<file path="config.mk">
export PLATFORM = sky130hd
export DESIGN_NAME = trig_cond
export DESIGN_NICKNAME = d
export VERILOG_FILES = /design/src/rtl/trig_cond_pkg.sv /design/src/rtl/trig_prescale.sv /design/src/rtl/trig_filter.sv /design/src/rtl/trig_fire.sv /design/src/rtl/trig_cond.sv
export SDC_FILE = /design/constraint.sdc
export NUM_CORES = 1
export LEC_CHECK = 0
export BUFFER_PORTS_ARGS = -buffer_cell sky130_fd_sc_hd__buf_2
export CAP_MARGIN = 20
export CORE_ASPECT_RATIO = 0.9
export CORE_MARGIN = 4
export CORE_UTILIZATION = 46
export CTS_BUF_LIST = sky130_fd_sc_hd__clkbuf_4 sky130_fd_sc_hd__clkbuf_8
export DETAILED_ROUTE_END_ITERATION = 12
export PLACE_DENSITY = 0.73
export SYNTH_ARGS = -nofsm -noshare
export SYNTH_HDL_FRONTEND = slang
export SYNTH_SLANG_ARGS = --single-unit
</file>
<file path="constraint.sdc">
create_clock -name clk_i -period 1.4 [get_ports clk_i]
set_input_delay 0 -clock clk_i [delete_from_list [all_inputs] [get_ports clk_i]]
set_output_delay 0 -clock clk_i [all_outputs]
set_load 0.1 [all_outputs]
</file>
<file path="src/rtl/trig_cond_pkg.sv">
package trig_cond_pkg;
  localparam int unsigned DLY_W = 5;

  // delay code to cycles, optionally halved
  function automatic logic [DLY_W-1:0] dly_cycles(input logic [1:0] code, input logic half);
    logic [DLY_W-1:0] base;
    case (code)
      2'd0:    base = DLY_W'(0);
      2'd1:    base = DLY_W'(4);
      2'd2:    base = DLY_W'(8);
      default: base = DLY_W'(16);
    endcase
    return half ? (base >> 1) : base;
  endfunction
endpackage

</file>
<file path="src/rtl/trig_prescale.sv">
module trig_prescale #(
  parameter int unsigned PW = 2
) (
  input  logic clk_i,
  input  logic rst_ni,
  input  logic slow_i,
  output logic tick_o
);
  logic [PW-1:0] cnt_q;

  always_ff @(posedge clk_i or negedge rst_ni) begin
    if (!rst_ni) cnt_q <= '0;
    else         cnt_q <= cnt_q + PW'(1);
  end

  assign tick_o = slow_i ? (&cnt_q) : cnt_q[0];
endmodule

</file>
<file path="src/rtl/trig_filter.sv">
module trig_filter #(
  parameter int unsigned SYNC_LEN = 2,
  parameter int unsigned HIST     = 3   // at least 3
) (
  input  logic clk_i,
  input  logic rst_ni,
  input  logic pin_i,
  input  logic tick_i,
  output logic lvl_o
);
  logic [SYNC_LEN-1:0] sync_q;
  logic [HIST-2:0]     hist_q;
  logic                smp;
  logic                all_eq;

  assign smp    = sync_q[SYNC_LEN-1];
  assign all_eq = (hist_q == {(HIST-1){smp}});

  always_ff @(posedge clk_i or negedge rst_ni) begin
    if (!rst_ni) sync_q <= '0;
    else         sync_q <= {sync_q[SYNC_LEN-2:0], pin_i};
  end

  always_ff @(posedge clk_i or negedge rst_ni) begin
    if (!rst_ni) begin
      hist_q <= '0;
      lvl_o  <= 1'b0;
    end else if (tick_i) begin
      hist_q <= {hist_q[HIST-3:0], smp};
      if (all_eq) lvl_o <= smp;
    end
  end
endmodule

</file>
<file path="src/rtl/trig_fire.sv">
module trig_fire
  import trig_cond_pkg::*;
(
  input  logic             clk_i,
  input  logic             rst_ni,
  input  logic             lvl_i,
  input  logic             en_i,
  input  logic             rise_i,
  input  logic [DLY_W-1:0] dly_i,
  output logic             pulse_o
);
  logic             armed_q;
  logic [DLY_W-1:0] cnt_q;
  logic             active, evt, fire;

  assign active = rise_i ? lvl_i : ~lvl_i;
  assign evt    = en_i & armed_q & active;
  assign fire   = en_i & ((evt & (dly_i == '0)) | (~evt & (cnt_q == DLY_W'(1))));

  // arm only after the inactive level is seen while enabled
  always_ff @(posedge clk_i or negedge rst_ni) begin
    if (!rst_ni)      armed_q <= 1'b0;
    else if (!en_i)   armed_q <= 1'b0;
    else if (!active) armed_q <= 1'b1;
    else if (evt)     armed_q <= 1'b0;
  end

  // restartable countdown
  always_ff @(posedge clk_i or negedge rst_ni) begin
    if (!rst_ni)             cnt_q <= '0;
    else if (!en_i)          cnt_q <= '0;
    else if (evt)            cnt_q <= dly_i;
    else if (cnt_q != '0)    cnt_q <= cnt_q - DLY_W'(1);
  end

  always_ff @(posedge clk_i or negedge rst_ni) begin
    if (!rst_ni) pulse_o <= 1'b0;
    else         pulse_o <= fire;
  end
endmodule

</file>
<file path="src/rtl/trig_cond.sv">
module trig_cond
  import trig_cond_pkg::*;
#(
  parameter int unsigned NUM_CH = 2
) (
  input  logic              clk_i,
  input  logic              rst_ni,
  input  logic [NUM_CH-1:0] pin_i,
  input  logic              slow_sel_i,
  input  logic [1:0]        dly_sel_i,
  input  logic              half_i,
  input  logic [NUM_CH-1:0] en_i,
  input  logic [NUM_CH-1:0] rise_i,
  output logic [NUM_CH-1:0] trig_o
);
  logic              tick;
  logic [NUM_CH-1:0] lvl;
  logic [DLY_W-1:0]  dly;

  assign dly = dly_cycles(dly_sel_i, half_i);

  // halving control also flips the sampling rate
  trig_prescale u_pre (
    .clk_i (clk_i),
    .rst_ni(rst_ni),
    .slow_i(slow_sel_i ^ half_i),
    .tick_o(tick)
  );

  for (genvar i = 0; i < NUM_CH; i++) begin : g_ch
    trig_filter u_filt (
      .clk_i (clk_i),
      .rst_ni(rst_ni),
      .pin_i (pin_i[i]),
      .tick_i(tick),
      .lvl_o (lvl[i])
    );

    trig_fire u_fire (
      .clk_i  (clk_i),
      .rst_ni (rst_ni),
      .lvl_i  (lvl[i]),
      .en_i   (en_i[i]),
      .rise_i (rise_i[i]),
      .dly_i  (dly),
      .pulse_o(trig_o[i])
    );
  end
endmodule

</file>
---- After elaboration in Yosys (flattened, before gate mapping) ----
Cells that the tools add are included.
operators by class
  add/subtract/negate cells ............... 3
  multiply operators ...................... 0
  div/mod/pow operators ................... 0
  $lt $le $gt $ge ......................... 0
  equal/unequal tests ..................... 10
  shift-type cells ........................ 0
  multiplexer cells ....................... 17
  bitwise gates (word level) .............. 17
  reductions and logical operators ........ 7
operator list
  operator                                               count
  two-way mux 5 bit                                      7
  one-hot mux 5 bit (3 select lines)                     1
  AND 1 bit                                              10
  == test 5 x 1 -> 1 bit, second input constant          2
  nonzero test 5 bit                                     2
  subtractor 5 x 1 -> 5 bit, second input constant       2
  two-way mux 1 bit                                      9
  inequality test 3 x 1 -> 1 bit, second input constant  2
  inequality test 3 bit, second input constant           2
  AND reduction 2 bit                                    3
  zero test 5 bit                                        1
  == test 2 bit                                          2
  inverter 1 bit                                         4
  adder 2 x 1 -> 2 bit, second input constant            1
  == test 2 x 1 -> 1 bit, second input constant          1
  == test 2 bit, second input constant                   1
  zero test 2 bit                                        1
  bitwise OR 1 bit                                       2
  XOR 1 bit                                              1
word-level totals
  register bits after elaboration ......... 26
  latch bits .............................. 0
  bits in writable memories ............... 0
  bits in read-only memories .............. 0
  input bits .............................. 12
  word-level logic and storage cells ...... 67
  memories ................................ 0

---- Depth between registers and ports, before layout ----
Gate-level depths: netlist of the first run.
  word-level depth ........................ 7
  gate-level depth with buffers ........... 6
  gate-level depth less buffers ........... 6

---- Hierarchy ----
Synthesis of the first run repeated with hierarchy kept, for this count alone.
unflattened totals
  cell total of the unflattened synthesis .. 125
  area total of the unflattened synthesis .. 1,355.0 um2
by module, submodules not included
  module         times used  cells each  area an instance (um2)  sequential area each (um2)
  trig_fire      2           43          419.2                   175.2
  trig_filter    2           12          186.4                   125.1
  trig_prescale  1           5           81.3                    50.0
  trig_cond      1           10          62.6                    0.0

---- Worst setup path before layout of the first run ----
OpenSTA, ideal clock, no wires.
  kind .................................... register to register
  start ................................... reg g_ch[0].u_fire.cnt_q[0]
  end ..................................... reg g_ch[0].u_fire.cnt_q[2]
  library setup time ...................... 0.134 ns
  arrival time ............................ 1.204 ns
  data required time ...................... 1.266 ns
  path slack .............................. 0.061 ns
  cell stages (with the launch flop) ...... 7
  path buffers ............................ 0
  clock period less this slack ............ 1.339 ns
  cells stage by stage .................... dfrtp_1 -> inv_1 -> ha_1 -> nor4b_4 -> nor2_1 -> mux2i_1 -> o22ai_1
between the ends
  word-level cells in the longest chain between the ends .. 4
  elaborated cells on any way between the ends .. 6
  classes of those cells .................. add/sub (1); eq/ne (1); mux (3); reduce/logical (1)
RTL lines
  element                    RTL line         RTL
  start, declared            trig_fire.sv:13  logic [DLY_W-1:0] cnt_q;
  start signal, assigned     trig_fire.sv:32  else if (evt) cnt_q <= dly_i;
  start signal, assigned     trig_fire.sv:33  else if (cnt_q != '0) cnt_q <= cnt_q - DLY_W'(1);
  subtractor 5 x 1 -> 5 bit  trig_fire.sv:33
  two-way mux 5 bit          trig_fire.sv:33
  two-way mux 5 bit          trig_fire.sv:32
  two-way mux 5 bit          trig_fire.sv:31  else if (!en_i) cnt_q <= '0;
Several ways; a longest one is shown, not always the timed one. The select of a mux whose other input is x is not followed.
A chain may end at the register's enable or synchronous reset.

---- Worst setup path after layout of the first run ----
  start ................................... reg g_ch[0].u_fire.cnt_q[0]
  end ..................................... reg g_ch[0].u_fire.cnt_q[0]
Same word-level chain as after synthesis.

==> flow_results.org, run 1 <==
** Worst setup path
- The worst setup path is of the reg -> reg kind.
- STA puts the critical path data required time at roughly 1600 ps.
- Crit path launch :: g_ch[0].u_fire.cnt_q[0]
- In this run the critical register-to-register path is launched from g_ch[0].u_fire.cnt_q[0].
- On the critical path, the stage with the largest delay is an instance of sky130_fd_sc_hd__dfrtp_1.
- Counting both buffers and inverters, the worst setup path holds a total of 2.
- Data arrives at the worst endpoint at roughly 1600 ps.
- STA classifies the critical path endpoint as a register.
- Worst R2R Setup Slack :: about 12 ps
- The kind of cell with the highest combined delay along the critical path is flip-flops.
- STA classifies the critical path startpoint as a register.
- End of the worst register-to-register path :: g_ch[0].u_fire.cnt_q[0]
- In this run the number of cells on the critical path is 6.
- The number of cells on the worst reg-to-reg path is 6.
- Cell-by-cell trace of the critical path :: inv_2 > ha_4 > nor4b_4 > buf_4 > xnor2_1 > nor2_1
- Delay of the slowest critical-path stage :: 420 ps
- Peak fanout along the critical path :: 4

** Hold path
- Worst min-delay path startpoint :: half_i
- Worst Hold End :: g_ch[1].u_fire.cnt_q[1]
- The worst hold path passes through 3 cells.
- HP Class :: in -> reg

** Run
- Max-Cap Viols :: 0

** STA
- For the finished layout, the period the worst path requires is between 1000 and 1500 ps.
- Share of the clock period used by the worst path :: 0.991
- The worst path meets setup with ~12 ps of slack.
- Max-slew violation count :: 0
- Worst Tran Pin Value :: about 570 ps
- The final hold violation count came to 0.
- Final worst clock skew :: between 2 and 3 ps
- Static timing analysis puts the maximum clock frequency at 0.720 GHz.
- Tightest slew margin relative to the limit :: 0.619
- Setup repair after global routing missed its margin :: true
- Setup Viol. Count Final :: 0

** Die
- Die ar. :: 0.00370 sq mm
- From left edge to right edge, the die measures between 60 and 70 microns.
- Area of the core :: ~0.0026 sq mm
- 14 I/O pins were placed.
- Row generation in the floorplan step produced 17 rows.
- For this configuration, the core starts out at a cell density of 0.503.
- Vert. Die Dim :: between 50 and 60 microns

** Clock tree
- Number of buffers inserted during clock tree synthesis :: 3
- Clock tree from TritonCTS :: yes
- In this run the number of H-tree levels came out at 1.
- Clock latency on the worst-skew pair :: about 320 ps
- Counting along the longest clock path gives a buffer depth of 2.
- After clock tree synthesis, the clock-pin slew on the worst setup and hold paths is 140 ps.
- For this design, the sink count on the clock tree is 26.
- Cell chosen for the clock root :: sky130_fd_sc_hd__clkbuf_4

** Global route
- Global-route wire length before repair :: slightly above 4000 microns
- The total overflow left after global routing is 0.
- Pin count of the biggest net entering global routing :: 27
- Total routing resource utilization after global routing :: 0.139
- Vias in the first global route :: between 900 and 1000
- The initial antenna violation count is 0.

** Route
- Dividing the detail-routed via count by the number of cells gives 5.25.
- First drt pass iteration count :: 4
- In this run, the number of DRC markers left after iteration 0 of detailed routing was 49.
- Total wire length :: ~2400 microns
- After detailed routing, the average wire length per cell comes to 13.6 microns.
- Remaining antenna violation count :: 0
- Number of remaining DRC errors :: 0
- Via count :: 918

** Power
- Pwr Density :: 1870 mW/mm^2
- Across the VDD grid, the largest voltage drop is 629 uV.
- Overall power consumption after layout is estimated at about 3.1 mW.
- Static Leak :: between 0.7 and 0.8 nW

** Yosys
- Synth Area per Inst :: 11.4 sq um
- Number of distinct library cells after synthesis :: 27
- Share of the yosys chip area belonging to registers :: 0.507
- Synthesis produced a netlist with a net count of 130.
- For this run, the number of Yosys warnings is 0.
- Summing every instance area after synthesis gives 0.00128 sq mm.
- Synthesis produced a netlist whose cell count is 113.
- Register bit total from synthesis :: 26

** Placement
- Buffers placed on the I/O ports in this run total 13.
- The wire-length estimate of the detail-placed layout is between 1500 and 2000 microns.
- Before CTS, the worst setup slack after placement is -24.6 ps.
- The congestion estimate from routability-driven global placement came to 0.862.
- The number of placed instances, taps included, is around 150.
- After detailed placement, the total cell area comes to ~0.0014 sq mm.

** Finish
- Of the cells placed in the final design, the portion with a size suffix greater than 1 is 0.320.
- Non-Filler Instances :: roughly 180
- At the end of the flow the core is filled with cells to 0.649.
- The final layout contains ~170 nets.
- After routing the design area is about 0.0017 sq mm.
- Antenna Diode Count :: 0
- Area delta synth->final :: 29.0%

** Outcome
- The flow ran to the end, and the final reports show no timing, DRC or antenna violations.
[per-stage QoR]
step                TNS (ps)  hold slack, ps
floorplan                  0            -296
global placement       -4.78            26.0
detailed placement     -27.3            32.5
CTS                        0             107
global route            -237             110
finish                     0             111
[synthesized netlist by cell type]
| master | instances | area [sq um] |
|---|---|---|
| sky130_fd_sc_hd__xor2_4 | 1 | 27.5 |
| sky130_fd_sc_hd__nand4b_1 | 2 | 17.5 |
| sky130_fd_sc_hd__nor2b_1 | 2 | 12.5 |
| sky130_fd_sc_hd__nor4b_4 | 2 | 47.6 |
| sky130_fd_sc_hd__a21oi_1 | 5 | 25.0 |
| sky130_fd_sc_hd__o31ai_1 | 2 | 15.0 |
| sky130_fd_sc_hd__clkbuf_1 | 1 | 3.75 |
| sky130_fd_sc_hd__o22ai_1 | 6 | 37.5 |
| sky130_fd_sc_hd__nand3b_1 | 3 | 22.5 |
| sky130_fd_sc_hd__ha_1 | 5 | 62.6 |
| sky130_fd_sc_hd__mux2_2 | 2 | 22.5 |
| sky130_fd_sc_hd__mux2_1 | 2 | 22.5 |
| sky130_fd_sc_hd__nor4_1 | 2 | 12.5 |
| sky130_fd_sc_hd__nand4_1 | 2 | 12.5 |
| sky130_fd_sc_hd__nor3_1 | 4 | 20.0 |
| sky130_fd_sc_hd__mux2i_1 | 2 | 20.0 |
| sky130_fd_sc_hd__xnor2_1 | 7 | 61.3 |
| sky130_fd_sc_hd__buf_6 | 1 | 11.3 |
| sky130_fd_sc_hd__mux2i_4 | 1 | 22.5 |
| sky130_fd_sc_hd__inv_1 | 7 | 26.3 |
| sky130_fd_sc_hd__dfrtp_1 | 26 | 651 |
| sky130_fd_sc_hd__nor2_1 | 11 | 41.3 |
| sky130_fd_sc_hd__nand2_1 | 7 | 26.3 |
| sky130_fd_sc_hd__nand2b_1 | 2 | 12.5 |
| sky130_fd_sc_hd__a21boi_0 | 2 | 15.0 |
| sky130_fd_sc_hd__nand3_1 | 4 | 20.0 |
| sky130_fd_sc_hd__buf_4 | 2 | 15.0 |
[registers in the layout (all words and copies together) (netlist names)]
register and flops:
g_ch.u_fire.pulse_o 2, g_ch.u_fire.armed_q 2, g_ch.u_filt.lvl_o 2, g_ch.u_filt.hist_q 4, u_pre.cnt_q 2, g_ch.u_fire.cnt_q 10
g_ch.u_filt.sync_q 4
[routing by layer]
layer | track usage | part of all wire | wire [microns]
met5 | 0 | 0 | 0
met2 | 0.240 | 0.49 | 1160
met3 | 0.0407 | 0.046 | 109
met4 | 0.0277 | 0.0055 | 13
met1 | 0.174 | 0.46 | 1100
[cell families (layout without fill, tap and decap cells)]
logic type / Yosys count / after routing / share of synthesized area
compound gates: 15 / 15 / 0.0721
xor+xnor: 8 / 8 / 0.0692
fa+ha+maj: 5 / 5 / 0.0487
buf+inv: 11 / 45 / 0.0439
flops: 26 / 26 / 0.507
mux: 7 / 7 / 0.0682
simple gates: 41 / 41 / 0.191
[layout make-up]
cell class / count / area, sq um
multi-input combinational: 76 / 644
sequential: 26 / 651
clock buffer: 3 / 22.5
fill: 191 / 896
clock inverter: 1 / 30.0
inverter: 7 / 26.3
timing repair buffer: 34 / 248
tap: 28 / 35.0
[worst max-delay path by stage]
stage                               to  slack, ps
6_report       g_ch[0].u_fire.cnt_q[0]         10
3_3_place_gp   g_ch[1].u_fire.cnt_q[2]         -5
4_1_cts        g_ch[0].u_fire.cnt_q[2]          4
3_5_place_dp   g_ch[1].u_fire.cnt_q[2]        -20
2_1_floorplan  g_ch[0].u_fire.cnt_q[2]         60
5_1_grt        g_ch[1].u_fire.cnt_q[1]        -80
[worst reg2reg max path: cells and delay by family, from the launching register on]
family	cells	cell delay (ps)
xor+xnor	1	140
fa+ha+maj	1	130
buf+inv	2	270
flops	1	420
simple gates	2	330
[cell usage in the layout (no fill, tap or decap), types with 3 or more instances in the layout]
cell                             n
sky130_fd_sc_hd__a21oi_1         5
sky130_fd_sc_hd__buf_2          13
sky130_fd_sc_hd__buf_4          11
sky130_fd_sc_hd__clkbuf_4        3
sky130_fd_sc_hd__dfrtp_1        26
sky130_fd_sc_hd__dlygate4sd3_1  10
sky130_fd_sc_hd__inv_1           3
sky130_fd_sc_hd__inv_2           4
sky130_fd_sc_hd__mux2_4          4
sky130_fd_sc_hd__nand2_1         7
sky130_fd_sc_hd__nand3b_1        3
sky130_fd_sc_hd__nor2_1         11
sky130_fd_sc_hd__nor3_1          4
sky130_fd_sc_hd__o22ai_1         6
sky130_fd_sc_hd__xnor2_1         5
[report_power, final]
part           switching, mW  total (mW)  internal [mW]
Clock                  0.227       0.517          0.290
Combinational          0.699        1.51          0.814
Sequential             0.162        1.07          0.912
Total                   1.09        3.10           2.02
[timing repair]
action | 4_1_cts | 5_1_grt
buffers inserted | 4 | 3
endpoints found under the setup margin | 4 | 15
hold buffers | 10 | 0
endpoints found under the hold margin | 39 | 0
pin swaps | 0 | 9
gates resized for setup | 2 | 15
Power figures use the tool's default switching activity.
==> run 2: changes to the inputs <==
--- a/config.mk
+++ b/config.mk
@@ -5,6 +5,7 @@
 export SDC_FILE = /design/constraint.sdc
 export NUM_CORES = 1
 export LEC_CHECK = 0
+export ABC_AREA = 1
 export BUFFER_PORTS_ARGS = -buffer_cell sky130_fd_sc_hd__buf_2
 export CAP_MARGIN = 20
 export CORE_ASPECT_RATIO = 0.9
@@ -12,7 +13,7 @@
 export CORE_UTILIZATION = 46
 export CTS_BUF_LIST = sky130_fd_sc_hd__clkbuf_4 sky130_fd_sc_hd__clkbuf_8
 export DETAILED_ROUTE_END_ITERATION = 12
-export PLACE_DENSITY = 0.73
+export PLACE_DENSITY = 0.72
 export SYNTH_ARGS = -nofsm -noshare
 export SYNTH_HDL_FRONTEND = slang
 export SYNTH_SLANG_ARGS = --single-unit
==> flow_results.org, run 2 <==
** STA
- The final hold violation count came to 0 (unchanged).
- The transition at the pin with the smallest max-transition slack is 572 ps (was 571 ps).
- Setup_tns :: 0 ps (unchanged)
- Final worst clock skew :: 1.93 ps (was 2.90 ps)
- The worst-case headroom to the max-slew limit is 0.619 (about the same).
- Worst setup margin :: 119 ps (was 12.1 ps)
- The worst-case hold slack came to 28.7 ps (was 111 ps).
- Setup Viol. Count Final :: 0 (unchanged)
- Max-slew violation count :: 0 (unchanged)
- Highest clock rate :: 0.781 GHz (was 0.720 GHz)
- The ratio of final minimum period to clock period came to 0.915 (was 0.991).
- The final critical-path required period came to 1280 ps (was 1390 ps).

** Yosys
- The instance count of the mapped netlist is 184 (was 113).
- The most frequently used cell type in the post-synthesis netlist is sky130_fd_sc_hd__nand2_1 (was sky130_fd_sc_hd__dfrtp_1).
- The register area share after synthesis came to 0.439 (was 0.507).
- Synth top cells by count :: 55 x sky130_fd_sc_hd__nand2_1, 26 x sky130_fd_sc_hd__dfrtp_1, 21 x sky130_fd_sc_hd__nand3_1, 18 x sky130_fd_sc_hd__inv_1, 12 x sky130_fd_sc_hd__nor2_1 (was 26 x sky130_fd_sc_hd__dfrtp_1, 11 x sky130_fd_sc_hd__nor2_1, 7 x sky130_fd_sc_hd__inv_1, 7 x sky130_fd_sc_hd__nand2_1, 7 x sky130_fd_sc_hd__xnor2_1)
- Post-synthesis cell type with the largest combined area :: sky130_fd_sc_hd__dfrtp_1 (unchanged)
- Synth Area per Inst :: 8.06 sq um (was 11.4 sq um)
- Post-synth ARST share :: 1.00 (unchanged)
- The post-synthesis instance area is 0.00148 sq mm (was 0.00128 sq mm).
- The flop and latch count out of synthesis is 26 (unchanged).
- The number of warnings reported in the yosys synthesis log came to 0 (unchanged).
- Top flip-flop cell by instance count after synthesis :: sky130_fd_sc_hd__dfrtp_1 (unchanged)
- The number of flops mapped to enable cells by yosys was 0 (unchanged).
- Number of distinct library cells after synthesis :: 21 (was 27)
- The net count after synthesis came to 201 (was 130).
- Share of the synthesized area in the top cell type :: 0.439 (was 0.507)
- Synth area leaders :: sky130_fd_sc_hd__dfrtp_1 44%, sky130_fd_sc_hd__nand2_1 14%, sky130_fd_sc_hd__nand3_1 7.1% (was sky130_fd_sc_hd__dfrtp_1 51%, sky130_fd_sc_hd__ha_1 4.9%, sky130_fd_sc_hd__xnor2_1 4.8%)

** Route
- Met1 layer wirelength in the final routing :: 1220 microns (was 1100 microns)
- Highest metal layer with signal wires :: met4 (unchanged)
- The number of vias per cell was 4.73 (was 5.25).
- The remaining design rule violation count was 0 (unchanged).
- Average wire per cell in the routed design :: 10.2 microns (was 13.6 microns)
- Remaining antenna violation count :: 0 (unchanged)
- Met3 routed WL :: 92 microns (was 109 microns)
- The total vias in the final route was 1169 (was 918).
- The first-pass iteration count of the detailed router is 4 (unchanged).
- The final routed wirelength across all metal layers came to 2530 microns (was 2380 microns).
- The number of DRC markers after the initial detailed-route iteration was 31 (was 49).
- Total met2 wirelength after detailed routing :: 1210 microns (was 1160 microns)

** Worst setup path
- Launch point of the worst reg-to-reg path :: g_ch[1].u_fire.cnt_q[0] (was g_ch[0].u_fire.cnt_q[0])
- The end of the critical path is g_ch[1].u_fire.cnt_q[1] (was g_ch[0].u_fire.cnt_q[0]).
- The cell that appears most often on the critical path is sky130_fd_sc_hd__nand2_1.
- Crit path launch :: g_ch[1].u_fire.cnt_q[0] (was g_ch[0].u_fire.cnt_q[0])
- The category of cells accounting for the largest share of critical-path delay was simple AND/OR/NAND/NOR gates (was flip-flops).
- Peak fanout along the critical path :: 4 (unchanged)
- The slowest cell on the critical path was sky130_fd_sc_hd__dfrtp_1 (unchanged).
- The worst-case register-to-register setup slack was 120 ps (was 10 ps).
- CP Capture Type :: register (unchanged)
- The number of cells on the worst reg-to-reg path is 7 (was 6).
- Data required time at the worst endpoint :: 1630 ps (about the same)
- The category of the critical setup timing path was reg -> reg (unchanged).
- Data arrival time at the worst-slack endpoint :: 1510 ps (was 1620 ps)
- The largest stage delay on the critical path is 410 ps (was 420 ps).
- Cell-by-cell trace of the critical path: inv_1 > ha_2 > nand2_1 > nor2_1 > nand4_1 > nand2_1 > nand2_1 (was inv_2 > ha_4 > nor4b_4 > buf_4 > xnor2_1 > nor2_1).
- The destination of the worst register-to-register timing path was g_ch[1].u_fire.cnt_q[1] (was g_ch[0].u_fire.cnt_q[0]).
- The type of origin of the critical path was a register (unchanged).
- The cell count along the critical path was 7 (was 6).
- CP bufs+invs :: 1 (was 2)

** Clock tree
- Worst-path clk slew :: 130 ps (was 140 ps)
- The total number of H-tree levels is 1 (unchanged).
- Cell chosen for the clock root :: sky130_fd_sc_hd__clkbuf_4 (unchanged)
- The TritonCTS sink count is 26 (unchanged).
- CTS Buffer Depth :: 2 (unchanged)
- The clock latency on the worst-skew pair was 320 ps (about the same).
- The number of buffers created by CTS was 3 (unchanged).
- The clock tree from TritonCTS is yes (unchanged).

** Finish
- Commonest cells after routing, fill and taps aside: 55 x sky130_fd_sc_hd__nand2_1, 26 x sky130_fd_sc_hd__dfrtp_1, 21 x sky130_fd_sc_hd__nand3_1 (was 26 x sky130_fd_sc_hd__dfrtp_1, 13 x sky130_fd_sc_hd__buf_2, 11 x sky130_fd_sc_hd__nor2_1, 11 x sky130_fd_sc_hd__buf_4, 10 x sky130_fd_sc_hd__dlygate4sd3_1).
- Top flop regs :: g_ch.u_fire.cnt_q: 10 flops, g_ch.u_filt.hist_q: 4 flops, g_ch.u_filt.sync_q: 4 flops (unchanged)
- The flip-flop count of the largest register after layout came to 10 (unchanged).
- The number of nets in the finished design came to 223 (was 165).
- Register with the most flip-flops :: g_ch.u_fire.cnt_q (unchanged)
- The number of fill cells is 298 (was 191).
- Commonest non-fill, non-tap cell in the layout :: sky130_fd_sc_hd__nand2_1 (was sky130_fd_sc_hd__dfrtp_1)
- Ratio of cells with drive above 1 in the final layout :: 0.224 (was 0.320)
- The area added between synthesis and finish came to 14.0% (was 29.0%).
- Design area :: 0.00169 sq mm (was 0.00166 sq mm)
- The antenna cell count came to 0 (unchanged).

** Die
- Die ar. :: 0.00420 sq mm (was 0.00370 sq mm)
- Area of the core :: 0.00307 sq mm (was 0.00255 sq mm)
- Number of core rows :: 19 (was 17)
- Count of boundary I/O pins :: 14 (unchanged)
- Vert. Die Dim :: 61.9 microns (was 58.1 microns)
- Starting density of the core :: 0.483 (was 0.503)
- Horizontal die dimension :: 67.8 microns (was 63.7 microns)

** Power
- The clock group share of total power is 0.146 (was 0.166).
- The switching power total is 1.05 mW (was 1.09 mW).
- The relative contribution of sequential cells to total power came to 0.410 (was 0.346).
- The internal power is 1.49 mW (was 2.02 mW).
- The switching share of power came to 0.414 (was 0.351).
- Pwr Density :: 1510 mW/mm^2 (was 1870 mW/mm^2)
- The fraction of power consumed by combinational cells was 0.444 (was 0.487).
- The peak supply drop came to 806 uV (was 629 uV).
- The leakage power figure came to 0.898 nW (was 0.765 nW).

** Placement
- The placed cell area is 0.00158 sq mm (was 0.00138 sq mm).
- The final weighted congestion of routability-driven global placement came to 0.771 (was 0.862).
- The half-perimeter wire length after detailed placement was 1940 microns (was 1550 microns).
- Count of input and output buffers :: 13 (unchanged)
- Worst setup slack before clock tree synthesis :: 104 ps (was -24.6 ps)

** Global route
- Pin count of the biggest net entering global routing :: 27 (unchanged)
- The via count of the first global-routing pass was 1067 (was 939).
- Remaining global-route overflow :: 0 (unchanged)
- Total routing resource utilization after global routing :: 0.139 (about the same)
- Antenna violations before repair :: 0 (unchanged)
- The first-pass GRT wire length is 4400 microns (was 4050 microns).

** Hold path
- The class of the tightest hold or removal check is in -> reg (unchanged).

** Run
- The max-capacitance violation count was 0 (unchanged).

** Outcome
- Outcome :: completed (unchanged)
-- run 2: layout make-up --
| class | count | area [sq um] | share of cell area |
|---|---|---|---|
| clock buffers | 4 | 36.3 | 0.0215 |
| flip-flops and latches | 26 | 651 | 0.385 |
| well taps | 42 | 52.6 | 0.0311 |
| repair buffers | 20 | 133 | 0.0785 |
| multi-input cells | 131 | 728 | 0.431 |
| inverters | 24 | 90.1 | 0.0533 |
-- run 2: how the worst min path moves through the flow --
stage / end / cells past startpoint / start / slack [ps]
after floorplan: g_ch[0].u_filt.hist_q[0] / 0 / rst_ni / -300
after detailed placement: g_ch[1].u_fire.cnt_q[3] / 1 / rst_ni / 30
final: g_ch[0].u_fire.armed_q / 3 / rise_i[0] / 30
after global placement: g_ch[1].u_fire.cnt_q[3] / 1 / rst_ni / 30
after CTS: g_ch[0].u_fire.armed_q / 3 / rise_i[0] / 20
after global routing: g_ch[0].u_fire.armed_q / 4 / rise_i[0] / 40
-- run 2: what timing repair did --
| item | CTS | global route |
|---|---|---|
| setup endpoints to repair | 0 | 6 |
| hold buffers | 6 | 0 |
| hold endpoints to repair | 35 | 0 |
| resized for setup | 0 | 4 |
| setup buffers | 0 | 1 |
-- run 2: metrics by stage --
step | total power [mW] | utilization | cells
floorplan | 1.93 | - | 184
global placement | 2.11 | 0.514 | 236
detailed placement | 2.13 | 0.514 | 236
CTS | 2.53 | 0.546 | 246
global route | 2.77 | 0.551 | 247
finish | 2.55 | 0.551 | 247
-- run 2: kinds of logic (layout without fill, tap and decap cells) --
logic type                 Yosys count  after routing  synth area share
buffers and inverters               27             48            0.0759
AOI/OAI and AO/OA                   12             12            0.0464
adders and majority gates            5              5            0.0422
xor gates and xnor gates             6              6            0.0354
and+or+nand+nor                    108            108             0.361
DFF                                 26             26             0.439
-- run 2: power groups by stage --
stage / sequential (mW) / combinational, mW / clock (mW)
2_1_floorplan: 1.03 / 0.906 / 0
3_3_place_gp: 1.05 / 1.06 / 0
3_5_place_dp: 1.06 / 1.07 / 0
4_1_cts: 1.04 / 1.09 / 0.395
5_1_grt: 1.06 / 1.29 / 0.415
6_report: 1.04 / 1.13 / 0.372
-- run 2: per-layer routing --
| metal | up-vias | GRT usage |
|---|---|---|
| li1 | 616 | - |
| met1 | 537 | 0.171 |
| met2 | 14 | 0.243 |
| met3 | 2 | 0.0432 |
| met4 | 0 | 0.0255 |
| met5 | - | 0 |
-- run 2: tightest hold or removal path, stage by stage --
cell and delay (ps):
sky130_fd_sc_hd__buf_2 100, sky130_fd_sc_hd__nand2_1 130, sky130_fd_sc_hd__a21oi_1 90
==> run 3: changes to the inputs <==
--- a/config.mk
+++ b/config.mk
@@ -13,7 +13,8 @@
 export CORE_UTILIZATION = 46
 export CTS_BUF_LIST = sky130_fd_sc_hd__clkbuf_4 sky130_fd_sc_hd__clkbuf_8
 export DETAILED_ROUTE_END_ITERATION = 12
-export PLACE_DENSITY = 0.72
+export PLACE_DENSITY = 0.67
+export RECOVER_POWER = 25
 export SYNTH_ARGS = -nofsm -noshare
 export SYNTH_HDL_FRONTEND = slang
 export SYNTH_SLANG_ARGS = --single-unit
==> flow_results.org, run 3 (synthesized netlist as in run 2, its figures left out) <==
** Power
- The relative contribution of sequential cells to total power came to 0.386 (was 0.410).
- The switching power total is 1.14 mW (was 1.05 mW).
- Sw frac :: 0.419 (was 0.414)
- Total internal power :: 1.58 mW (was 1.49 mW)
- The leakage power figure came to 0.919 nW (was 0.898 nW).
- The overall power of the completed layout is 2.73 mW (was 2.55 mW).
- Combinational group share of total power :: 0.474 (was 0.444)
- The power per unit of standard cell area came to 1560 mW/mm^2 (was 1510 mW/mm^2).
- Max rail drop VDD :: 587 uV (was 806 uV)
- Clk pwr share :: 0.140 (was 0.146)

** Die
- The I/O pin count came to 14 (unchanged).
- Area of the core :: 0.00307 sq mm (unchanged)
- Die ar. :: 0.00420 sq mm (unchanged)
- The die extent in y is 61.9 microns (unchanged).
- The initial core utilization came to 0.483 (unchanged).
- The die span in x was 67.8 microns (unchanged).
- Number of core rows :: 19 (unchanged)

** Placement
- The total of buffers placed on input and output ports is 13 (unchanged).
- The half-perimeter wire length after detailed placement came to 2030 microns (was 1940 microns).
- The pre-CTS setup slack is 17.4 ps (was 104 ps).
- The final weighted congestion of routability-driven global placement was 0.810 (was 0.771).
- The number of cells in the design after placement came to 236 (unchanged).

** Clock tree
- The clock tree from TritonCTS was yes (unchanged).
- The TritonCTS sink count is 26 (unchanged).
- CTS Buffer Depth :: 2 (unchanged)
- The cell at the root of the clock tree was sky130_fd_sc_hd__clkbuf_4 (unchanged).
- Clock latency on the worst-skew pair :: 320 ps (about the same)
- Number of buffers inserted during clock tree synthesis :: 3 (unchanged)
- Worst-path clk slew :: 140 ps (was 130 ps)
- Maximum level of the CTS H-tree :: 1 (unchanged)

** STA
- Max-slew violation count :: 0 (unchanged)
- The setup violation total in the final timing report is 0 (unchanged).
- Final count of hold timing violations :: 0 (unchanged)
- The final critical-path required period came to 1330 ps (was 1280 ps).
- Highest clock rate :: 0.751 GHz (was 0.781 GHz)
- The ratio of final minimum period to clock period was 0.951 (was 0.915).
- The worst-case headroom to the max-slew limit was 0.563 (was 0.619).
- Worst setup margin :: 68.0 ps (was 119 ps)
- The transition at the pin with the smallest max-transition slack is 656 ps (was 572 ps).
- The final setup skew came to 9.26 ps (was 1.93 ps).

** Route
- The first-pass iteration count of the detailed router was 4 (unchanged).
- Average wire per cell in the routed design :: 11.3 microns (was 10.2 microns)
- The antenna violation net count after detailed routing is 0 (unchanged).
- The number of vias per cell was 4.82 (was 4.73).
- Initial drt markers :: 99 (was 31)
- Via count :: 1209 (was 1169)
- Number of remaining DRC errors :: 0 (unchanged)
- The final routed wirelength across all metal layers was 2850 microns (was 2530 microns).

** Finish
- The most frequent standard cell in the layout excluding fill and tap cells is sky130_fd_sc_hd__nand2_1 (unchanged).
- The share of the core filled with cells in the final layout came to 0.570 (was 0.551).
- Area delta synth->final :: 17.8% (was 14.0%)
- Register with the most flip-flops :: g_ch.u_fire.cnt_q (unchanged)
- The number of nets in the finished design was 227 (was 223).
- Ratio of cells with drive above 1 in the final layout :: 0.254 (was 0.224)
- Number of fill cells :: 283 (was 298)
- Antenna Diode Count :: 0 (unchanged)
- The final non-filler cell total is 251 (was 247).
- Flip-flop count of the largest register, all copies and words added :: 10 (unchanged)
- Top flop regs :: g_ch.u_fire.cnt_q: 10 flops, g_ch.u_filt.hist_q: 4 flops, g_ch.u_filt.sync_q: 4 flops (unchanged)
- Register area :: 651 sq um (unchanged)
- Commonest cells after routing, fill and taps aside: 54 x sky130_fd_sc_hd__nand2_1, 26 x sky130_fd_sc_hd__dfrtp_1, 21 x sky130_fd_sc_hd__nand3_1 (was 55 x sky130_fd_sc_hd__nand2_1, 26 x sky130_fd_sc_hd__dfrtp_1, 21 x sky130_fd_sc_hd__nand3_1).
- The combined area of the multi-input logic cells is 754 sq um (was 728 sq um).

** Hold path
- The class of the tightest hold or removal check is in -> reg (unchanged).
- Hold Path Depth :: 4 (was 3)
- Worst min-delay path startpoint :: rise_i[0] (unchanged)
- The hold path endpoint is g_ch[0].u_fire.armed_q (unchanged).

** Worst setup path
- Launch point of the worst reg-to-reg path :: g_ch[0].u_fire.cnt_q[0] (was g_ch[1].u_fire.cnt_q[0])
- The largest stage delay on the critical path is 420 ps (was 410 ps).
- The number of cells on the worst reg-to-reg path came to 8 (was 7).
- Peak fanout along the critical path :: 4 (unchanged)
- Worst Setup Path Type :: reg -> reg (unchanged)
- The slowest cell on the critical path is sky130_fd_sc_hd__dfrtp_1 (unchanged).
- The worst-case register-to-register setup slack was 70 ps (was 120 ps).
- End of the worst register-to-register path :: g_ch[0].u_fire.cnt_q[0] (was g_ch[1].u_fire.cnt_q[1])
- The critical path capture point type was a register (unchanged).
- Cell-by-cell trace of the critical path: inv_2 > ha_4 > inv_2 > nor2_4 > nand2_2 > nor2_4 > nand2_4 > o21ai_1 (was inv_1 > ha_2 > nand2_1 > nor2_1 > nand4_1 > nand2_1 > nand2_1).
- The data arrival time of the worst path is 1590 ps (was 1510 ps).
- Critical path launch point type :: register (unchanged)
- Data required time at the worst endpoint :: 1660 ps (was 1630 ps)

** Global route
- Remaining global-route overflow :: 0 (unchanged)
- The first-pass GRT wire length is 4910 microns (was 4400 microns).
- Pin count of the biggest net entering global routing :: 27 (unchanged)
- The via count of the first global-routing pass was 1184 (was 1067).
- The initial antenna violation count came to 0 (unchanged).
- The total track usage is 0.156 (was 0.139).

** Run
- The max-capacitance violation count was 0 (unchanged).

** Outcome
- Outcome: completed (unchanged).
run 3: changes by cell type in the layout (fill, tap and decap cells not counted), moves of 2 or more:
cell	before	now
sky130_fd_sc_hd__nor2_4	0	2
sky130_fd_sc_hd__inv_2	7	9
sky130_fd_sc_hd__buf_4	1	5
sky130_fd_sc_hd__inv_1	17	15
run 3: critical path: cells and delay by family, from the launching register on:
kind | cells | cell delay [ps]
simple gates | 4 | 400
flops | 1 | 420
buf+inv | 2 | 140
compound gates | 1 | 150
fa+ha+maj | 1 | 140
run 3: power groups by stage:
stage / clock network, mW / registers (mW) / logic, mW
5_1_grt: 0.437 / 1.07 / 1.48
6_report: 0.381 / 1.05 / 1.29
3_3_place_gp: 0 / 1.05 / 1.05
3_5_place_dp: 0 / 1.06 / 1.07
4_1_cts: 0.403 / 1.04 / 1.10
2_1_floorplan: 0 / 1.03 / 0.906
run 3: per-layer routing:
layer  global-route usage  wire length (microns)  up-vias
met1                0.185                   1230      549
met2                0.272                   1440       28
li1                     -                      -      628
met3               0.0522                    135        4
met5                    0                      0        -
met4               0.0482                     40        0
run 3: repair_timing:
item,4_1_cts,5_1_grt
pin swaps,0,3
gates resized for setup,1,10
setup buffers,0,5
endpoints found under the hold margin,36,0
hold buffers,6,0
setup endpoints to repair,2,4
run 3: area by class of cell:
| type | count | share of cell area |
|---|---|---|
| clock buffer | 4 | 0.0208 |
| inverter | 24 | 0.0516 |
| multi-input combinational | 131 | 0.432 |
| timing repair buffer | 24 | 0.0931 |
| sequential | 26 | 0.372 |
| tap | 42 | 0.0301 |
run 3: how the worst max path moves through the flow:
stage	slack, ps	cells past startpoint	start	endpoint
floorplan	190	9	g_ch[0].u_fire.cnt_q[0]	g_ch[0].u_fire.cnt_q[1]
global placement	160	9	g_ch[0].u_fire.cnt_q[0]	g_ch[0].u_fire.cnt_q[3]
detailed placement	20	9	g_ch[0].u_fire.cnt_q[0]	g_ch[0].u_fire.cnt_q[1]
CTS	30	8	g_ch[0].u_fire.cnt_q[0]	g_ch[0].u_fire.cnt_q[0]
global route	-20	10	g_ch[0].u_fire.cnt_q[1]	g_ch[0].u_fire.cnt_q[1]
finish	70	8	g_ch[0].u_fire.cnt_q[0]	g_ch[0].u_fire.cnt_q[0]
run 3: stage by stage:
step                      TNS, ps  hold WS [ps]  area (sq um)
final                           0          31.1          1750
after global routing        -19.5          34.0          1750
after CTS                       0          17.1          1680
after detailed placement        0          48.6          1580
after global placement          0          41.8          1580
after floorplan                 0          -296          1480
